`src/rtl/req_line_pkg.sv`:
```
package req_line_pkg;
  localparam int TYPE_W = 3;

  typedef enum logic [TYPE_W-1:0] {
    KIND_IMM    = 3'b000,
    KIND_ISO    = 3'b001,
    KIND_PRI    = 3'b010,
    KIND_FAIR   = 3'b011,
    KIND_REG_RD = 3'b100,
    KIND_REG_WR = 3'b101,
    KIND_ACCEL  = 3'b110,
    KIND_RSVD   = 3'b111
  } reqKind_e;

  typedef struct packed {
    logic load;
    logic shift;
  } seqStrobe_t;
endpackage

```
`src/rtl/req_frame_build.sv`:
```
module req_frame_build
  import req_line_pkg::*;
#(
  parameter int SPEED_W = 3,
  parameter int ADDR_W  = 4,
  parameter int DATA_W  = 8,
  localparam int FRAME_W = 2 + TYPE_W + ADDR_W + DATA_W,
  localparam int LEN_W   = $clog2(FRAME_W + 1)
) (
  input  logic [TYPE_W-1:0]  kindIn,
  input  logic [SPEED_W-1:0] speedIn,
  input  logic [ADDR_W-1:0]  addrIn,
  input  logic [DATA_W-1:0]  dataIn,
  input  logic               accelIn,
  output logic [FRAME_W-1:0] frameOut,
  output logic [LEN_W-1:0]   frameLen,
  output logic               isReserved
);
  // index of frame bit 4 inside the left-aligned vector
  localparam int PAY_HI  = FRAME_W - 2 - TYPE_W;
  localparam int BUS_LEN = 1 + TYPE_W + SPEED_W;
  localparam int RD_LEN  = 2 + TYPE_W + ADDR_W;
  localparam int AC_LEN  = 3 + TYPE_W;

  reqKind_e kind;
  assign kind = reqKind_e'(kindIn);

  always_comb begin
    frameOut = '0;
    frameOut[FRAME_W-1] = 1'b1;
    frameOut[FRAME_W-2 -: TYPE_W] = kindIn;
    frameLen = '0;
    isReserved = 1'b0;
    unique case (kind)
      KIND_IMM, KIND_ISO, KIND_PRI, KIND_FAIR: begin
        frameOut[PAY_HI -: SPEED_W] = speedIn;
        frameLen = speedIn[0] ? LEN_W'(BUS_LEN + 1) : LEN_W'(BUS_LEN);
      end
      KIND_REG_RD: begin
        frameOut[PAY_HI -: ADDR_W] = addrIn;
        frameLen = LEN_W'(RD_LEN);
      end
      KIND_REG_WR: begin
        frameOut[PAY_HI -: ADDR_W] = addrIn;
        frameOut[PAY_HI-ADDR_W -: DATA_W] = dataIn;
        frameLen = LEN_W'(FRAME_W);
      end
      KIND_ACCEL: begin
        frameOut[PAY_HI] = accelIn;
        frameLen = LEN_W'(AC_LEN);
      end
      default: begin
        isReserved = 1'b1;
      end
    endcase
  end
endmodule

```
`src/rtl/req_line_ctrl.sv`:
```
module req_line_ctrl
  import req_line_pkg::*;
#(
  parameter int LEN_W = 5
) (
  input  logic             clk,
  input  logic             rst_n,
  input  logic             cmdValid,
  input  logic             isReserved,
  input  logic [LEN_W-1:0] frameLen,
  output seqStrobe_t       strobes,
  output logic             cmdReady,
  output logic             busy,
  output logic             errPulse
);
  typedef enum logic {ST_IDLE, ST_SEND} ctrlState_e;

  ctrlState_e state;
  logic [LEN_W-1:0] bitsLeft;
  logic accept;

  assign cmdReady = (state == ST_IDLE);
  assign busy     = (state == ST_SEND);
  assign accept   = cmdValid && cmdReady;

  always_comb begin
    strobes.load  = accept && !isReserved;
    strobes.shift = busy;
  end

  always_ff @(posedge clk) begin
    if (!rst_n) begin
      state    <= ST_IDLE;
      bitsLeft <= '0;
      errPulse <= 1'b0;
    end else begin
      errPulse <= accept && isReserved;
      case (state)
        ST_IDLE: begin
          if (strobes.load) begin
            bitsLeft <= frameLen;
            state    <= ST_SEND;
          end
        end
        default: begin
          bitsLeft <= bitsLeft - LEN_W'(1);
          if (bitsLeft == LEN_W'(1)) state <= ST_IDLE;
        end
      endcase
    end
  end
endmodule

```
`src/rtl/req_line_dp.sv`:
```
module req_line_dp
  import req_line_pkg::*;
#(
  parameter int FRAME_W = 17
) (
  input  logic               clk,
  input  logic               rst_n,
  input  seqStrobe_t         strobes,
  input  logic [FRAME_W-1:0] frameIn,
  output logic               reqLine
);
  logic [FRAME_W-1:0] shReg;

  // bits below the frame are zero, so the line falls low once the frame is out
  always_ff @(posedge clk) begin
    if (!rst_n)             shReg <= '0;
    else if (strobes.load)  shReg <= frameIn;
    else if (strobes.shift) shReg <= {shReg[FRAME_W-2:0], 1'b0};
  end

  assign reqLine = shReg[FRAME_W-1];
endmodule

```
`src/rtl/req_line_tx.sv`:
```
module req_line_tx
  import req_line_pkg::*;
#(
  parameter int SPEED_W = 3,
  parameter int ADDR_W  = 4,
  parameter int DATA_W  = 8,
  localparam int FRAME_W = 2 + TYPE_W + ADDR_W + DATA_W,
  localparam int LEN_W   = $clog2(FRAME_W + 1)
) (
  input  logic               clk,
  input  logic               rst_n,
  input  logic               cmdValid,
  output logic               cmdReady,
  input  logic [TYPE_W-1:0]  cmdType,
  input  logic [SPEED_W-1:0] cmdSpeed,
  input  logic [ADDR_W-1:0]  cmdAddr,
  input  logic [DATA_W-1:0]  cmdData,
  input  logic               cmdAccelEn,
  output logic               reqLine,
  output logic               busy,
  output logic               errPulse
);
  logic [FRAME_W-1:0] frame;
  logic [LEN_W-1:0]   frameLen;
  logic               isReserved;
  seqStrobe_t         strobes;

  req_frame_build #(.SPEED_W(SPEED_W), .ADDR_W(ADDR_W), .DATA_W(DATA_W)) u_build (
    .kindIn(cmdType), .speedIn(cmdSpeed), .addrIn(cmdAddr), .dataIn(cmdData),
    .accelIn(cmdAccelEn), .frameOut(frame), .frameLen(frameLen), .isReserved(isReserved)
  );

  req_line_ctrl #(.LEN_W(LEN_W)) u_ctrl (
    .clk(clk), .rst_n(rst_n), .cmdValid(cmdValid), .isReserved(isReserved),
    .frameLen(frameLen), .strobes(strobes), .cmdReady(cmdReady), .busy(busy),
    .errPulse(errPulse)
  );

  req_line_dp #(.FRAME_W(FRAME_W)) u_dp (
    .clk(clk), .rst_n(rst_n), .strobes(strobes), .frameIn(frame), .reqLine(reqLine)
  );
endmodule

```
`config.mk`:
```
export PLATFORM = sky130hd
export DESIGN_NAME = req_line_tx
export DESIGN_NICKNAME = d
export VERILOG_FILES = /design/src/rtl/req_line_pkg.sv /design/src/rtl/req_frame_build.sv /design/src/rtl/req_line_ctrl.sv /design/src/rtl/req_line_dp.sv /design/src/rtl/req_line_tx.sv
export SDC_FILE = /design/constraint.sdc
export NUM_CORES = 1
export LEC_CHECK = 0
export BUFFER_PORTS_ARGS = -buffer_cell sky130_fd_sc_hd__buf_4
export CAP_MARGIN = 20
export CORE_MARGIN = 5
export CORE_UTILIZATION = 35
export DETAILED_ROUTE_END_ITERATION = 8
export HOLD_SLACK_MARGIN = 0.1
export SYNTH_ARGS = -nofsm -noshare
export SYNTH_HDL_FRONTEND = slang
export SYNTH_SLANG_ARGS = --single-unit
```
`constraint.sdc`:
```
create_clock -name clk -period 1.2 [get_ports clk]
set_input_delay 0.12 -clock clk [delete_from_list [all_inputs] [get_ports clk]]
set_output_delay 0.12 -clock clk [all_outputs]
set_load 0.03 [all_outputs]
```
## Word level (Yosys, flattened, before mapping)

Cells that the tools add are included.

| cells by class | value |
|---|---|
| add/subtract/negate cells | 1 |
| equal/unequal tests | 7 |
| multiplexer cells | 14 |
| bitwise logic cells | 1 |
| reduce and logical (&&, ||, !) cells | 8 |

Operators with widths:

| kind | number |
|---|---|
| two-way mux 17 bit | 2 |
| one-hot mux 5 bit (4 select lines) | 1 |
| two-way mux 5 bit | 2 |
| == test 3 bit, second input constant | 3 |
| two-way mux 8 bit | 1 |
| OR reduction 7 bit | 1 |
| == test 3 x 2 -> 1 bit, second input constant | 2 |
| == test 5 x 1 -> 1 bit, second input constant | 1 |
| two-way mux 1 bit | 5 |
| subtractor 5 x 1 -> 5 bit, second input constant | 1 |
| two-way mux 4 bit | 1 |
| one-hot mux 2 bit (2 select lines) | 1 |
| OR reduction 4 bit | 1 |
| == test 3 x 1 -> 1 bit, second input constant | 1 |
| logical AND 1 bit | 3 |
| logical NOT 3 bit | 1 |
| one-hot mux 1 bit (3 select lines) | 1 |
| nonzero test 2 bit | 1 |
| OR reduction 2 bit | 1 |
| NOT 1 bit | 1 |

| word-level totals | value |
|---|---|
| flip-flop bits (word level) | 23 |
| bits of input ports | 22 |
| output and inout bits | 4 |
| logic and storage cells | 35 |

## Depth between registers and ports, before layout

| logic depth | value |
|---|---|
| word-level depth | 5 |
| mapped depth | 6 |
| depth with buffers taken out | 6 |

## Modules after synthesis

From an unflattened synthesis, not the netlist that was laid out.

| unflattened totals | value |
|---|---|
| cells, all modules | 152 |
| area, all modules | 1537.7 sq um |

By module, submodules not included:

| module | instances | cells an instance | area an instance (sq um) | sequential area each (sq um) |
|---|---|---|---|---|
| req_line_dp | 1 | 75 | 898.4 | 340.3 |
| req_line_ctrl | 1 | 42 | 386.6 | 140.1 |
| req_frame_build | 1 | 35 | 252.7 | 0.0 |

## Worst setup path after synthesis

Ideal clock, no wire load.

| timing | value |
|---|---|
| path type | reg-to-reg |
| from | reg u_ctrl.state (netlist: u_ctrl.busy) |
| to | reg u_dp.shReg[13] |
| library setup time | 0.128 ns |
| arrival time | 1.323 ns |
| required time | 1.072 ns |
| slack | -0.250 ns |
| cell stages (with the launch flop) | 6 |
| path buffers | 1 |
| clock period less this slack | 1.450 ns |
| path through | dfxtp_1 buf_2 nand2b_1 nor2_4 a222oi_1 nor2_1 |

| between the ends | value |
|---|---|
| longest elaborated chain between the ends | 4 |
| elaborated cells on any way between the ends | 5 |
| classes of those cells | mux (1); bitwise (1); reduce/logical (3) |

RTL lines:

| element | line | source |
|---|---|---|
| start: declaration | req_line_ctrl.sv:18 | `ctrlState_e state;` |
| start signal: assignment | req_line_ctrl.sv:33 | `state <= ST_IDLE;` |
| start signal: assignment | req_line_ctrl.sv:42 | `state <= ST_SEND;` |
| start signal: assignment | req_line_ctrl.sv:47 | `if (bitsLeft == LEN_W'(1)) state <= ST_IDLE;` |
| NOT 1 bit | -- |  |
| logical AND 1 bit | req_line_ctrl.sv:24 | `assign accept = cmdValid && cmdReady;` |
| logical AND 1 bit | req_line_ctrl.sv:27 | `strobes.load = accept && !isReserved;` |
| two-way mux 17 bit / nonzero test 2 bit (equally long branches) | -- |  |
| end signal: assignment | req_line_dp.sv:17 | `else if (strobes.load) shReg <= frameIn;` |
| end signal: assignment | req_line_dp.sv:18 | `else if (strobes.shift) shReg <= {shReg[FRAME_W-2:0], 1'b0};` |
| end: declaration | req_line_dp.sv:12 | `logic [FRAME_W-1:0] shReg;` |

Several ways; a longest one is shown, not always the timed one.
A chain may end at the register's enable or synchronous reset.

## Worst setup path in the final report

| timing | value |
|---|---|
| from | reg u_ctrl.state (netlist: u_ctrl.busy) |
| to | reg u_dp.shReg[2] |

The elaborated chain is that of the path after synthesis.

==> impl_metrics.tcl <==
set metrics [dict create \
    timing.rr.end "u_dp.shReg[2]$_SDFFE_PN0P_" \
    ant_nets 0 \
    tns_ps -6.42 \
    vias 1217 \
    r2r.worst_path.cells 5 \
    drc_errors 0 \
    antenna_cells 0 \
    setup_violations 1 \
    synthTopCellsByCount "23 x dfxtp_1, 16 x nor2_1, 14 x nand2_1, 8 x a211oi_1, 8 x a21oi_1" \
    required_ps 1440 \
    powerDensity_nw_per_um2 1060 \
    yosys.area.top_type "dfxtp_1" \
    h-tree-depth 1 \
    cp-end-kind "flip-flop" \
    synth-simple-area-share 0.225 \
    cts-root-buf "clkbuf_4" \
    hpwl_microns 2390 \
    r2r_slack_ps -6 \
    io_pins 26 \
    clk_pin_slew_ps 120 \
    cts_buffer_depth 2 \
    pre_cts_ws_ps -12.8 \
    dr.first_iter.drc_count 90 \
    p_leak_nw 0.721 \
    min-delay-start "cmdType[0]" \
    wl_per_cell_microns 14.5 \
    clock-sinks 23 \
    design_area_sq_um 1790 \
    synth_fa_ha_area_frac 0.0217 \
    status "complete, but fails checks" \
    worstMarginPinSlew_ps 328 \
    post-route-period-util 1.01 \
    path_class "flip-flop to flip-flop" \
    yosysMostFrequentCell "dfxtp_1" \
    syn_to_final_growth_pct 54.7 \
    synth_compound_area_frac 0.270 \
    crit_arrival_ps 1440 \
    drt_pass1_iterations 6 \
    ys_ff_latch 23 \
    vdd_drop_max_mv 0.961 \
    pwr-share-comb 0.332 \
    row_count 20 \
    hold_path.class "input pin to flip-flop" \
    final_cells 234 \
    synth_top_area_frac 0.399 \
    place_area_sq_um 1520 \
    violations "setup timing" \
    synthFlopType "dfxtp_1" \
    power.switching_mw 0.600 \
    synth_nets 162 \
    fin_nets 215 \
    rr_startpoint "u_ctrl.busy$_SDFF_PN0_" \
    wl_microns 3400 \
    netlist_instances 138 \
    fmax_ghz 0.829 \
    synth_edf_count 0 \
    grt_pass1_vias 1215 \
    rsz0062_at_grt "yes" \
    fin_ws_ps -6.42 \
    die_h_microns 67.4 \
    tritoncts "yes" \
    cap_violations 0 \
    fin_crit_ps 1210 \
    die_area_sq_um 4550 \
    synthMuxAreaShare 0.00867 \
    finalHoldViolCount 0 \
    async_reset_ff_frac 0 \
    drive_gt1_frac 0.432 \
    p_int_mw 1.29 \
    die_w_microns 67.4 \
    grtUsageTotal 0.157 \
    worst_clock_skew_ps 9.21 \
    cp_max_fo 7 \
    cts_buffers 3 \
    clockPowerShare 0.191 \
    synth_area_leaders "dfxtp_1 40%, a211oi_1 5.2%, nor2_1 5.2%" \
    syn-mean-instance-area_sq_um 8.37 \
    holdPathStages 3 \
    grt.overflow.total 0 \
    start_util 0.372 \
    min_to "u_dp.shReg[13]$_SDFFE_PN0P_" \
    grt_max_degree 14 \
    startpoint_type "flip-flop" \
    core_area_sq_um 3100 \
    p_seq_frac 0.477 \
    clock_latency_ps 310 \
    gp_congestion 0.820 \
    syn_area_sq_um 1150 \
    switching_share 0.317 \
    holdWs_ps 134 \
    ys_types 39 \
    slew_headroom 0.780 \
    crit_path_start "u_ctrl.busy$_SDFF_PN0_" \
    dp.cells 218 \
    synth_top_family_by_area "compound AO/OA/AOI/OAI gates" \
    routed_via_density 5.20 \
    ys_seq_area_frac 0.399 \
    synth_xor_area_frac 0.0152 \
    grt_first_pass_wirelength_microns 5440 \
    drv_slew 0 \
    antenna_found_initial 0 \
    io_buffers 25 \
    synth_warnings 0 \
]
-- per-layer routing --
metal	vias to the layer above	routed length [microns]	global-route usage
li1	605	-	-
met1	575	1390	0.197
met2	33	1800	0.269
met3	4	172	0.0366
met4	0	34	0.0405
met5	-	0	0
-- area by class of cell --
type | count | area (sq um)
Inverter | 7 | 33.8
Sequential cell | 23 | 467
Timing Repair Buffer | 56 | 475
Multi-Input combinational cell | 100 | 728
Clock buffer | 3 | 22.5
Tap cell | 44 | 55.1
Fill cell | 310 | 1320
Clock inverter | 1 | 5.00
-- registers in the layout, summed over array words and instances, names as in the netlist --
register and cells:
u_ctrl.bitsLeft 5, u_dp.shReg 16, u_ctrl.busy 1, u_ctrl.errPulse 1
-- timing repair --
action                                  CTS  global route
setup buffers                             2             3
pin swaps                                 2             9
gates resized for setup                  15            19
hold endpoints to repair                 11             0
hold buffers                              8             0
endpoints found under the setup margin   13            20
-- power groups by stage --
stage	logic [mW]	registers [mW]	clock network (mW)
finish	0.629	0.903	0.361
detailed placement	0.509	0.907	0
CTS	0.574	0.898	0.375
global route	0.683	0.913	0.404
floorplan	0.297	0.904	0
global placement	0.501	0.904	0
-- worst max-delay path, cell delays in order (launching register included) --
cell and delay (ps):
dfxtp_4 410, buf_12 130, nor3b_4 200, buf_6 160
nand2_1 70, a211oi_2 170
-- stage by stage --
stage          power (mW)   util
2_1_floorplan        1.20      -
3_3_place_gp         1.40  0.490
3_5_place_dp         1.42  0.490
4_1_cts              1.85  0.548
5_1_grt              2.00  0.576
6_report             1.89  0.576
-- how the worst max path moves through the flow --
stage / endpoint / slack [ps] / cells after the start
finish: u_dp.shReg[2]$_SDFFE_PN0P_ / -6 / 5
CTS: busy / -6 / 2
global route: u_dp.shReg[14]$_SDFFE_PN0P_ / -40 / 4
detailed placement: u_ctrl.bitsLeft[4]$_SDFFE_PN0P_ / -10 / 6
global placement: u_dp.shReg[8]$_SDFFE_PN0P_ / 6 / 5
floorplan: u_dp.shReg[9]$_SDFFE_PN0P_ / 6 / 6
-- logic make-up (layout without fill, tap and decap cells) --
| logic type | after synthesis | count (layout) |
|---|---|---|
| XOR/XNOR | 2 | 2 |
| AO/OA/AOI/OAI | 45 | 45 |
| adder cells (fa/ha/maj) | 2 | 2 |
| buffers and inverters | 15 | 67 |
| AND/OR/NAND/NOR | 50 | 50 |
| flip-flops | 23 | 23 |
| multiplexers | 1 | 1 |
-- layout by cell type, fill, tap and decap left out, drive strengths merged, types with 2 or more instances in the layout --
cell / instances
a211oi: 8
a21oi: 9
a222oi: 4
a32oi: 2
and3: 2
buf: 48
clkbuf: 3
clkinvlp: 2
dfxtp: 23
dlygate4sd3: 8
ha: 2
inv: 5
nand2: 14
nand2b: 5
nand3: 2
nor2: 17
nor2b: 2
nor3: 3
nor3b: 2
o211ai: 3
o21ai: 11
o221ai: 2
No activity file was read; power rests on OpenSTA's default activity.
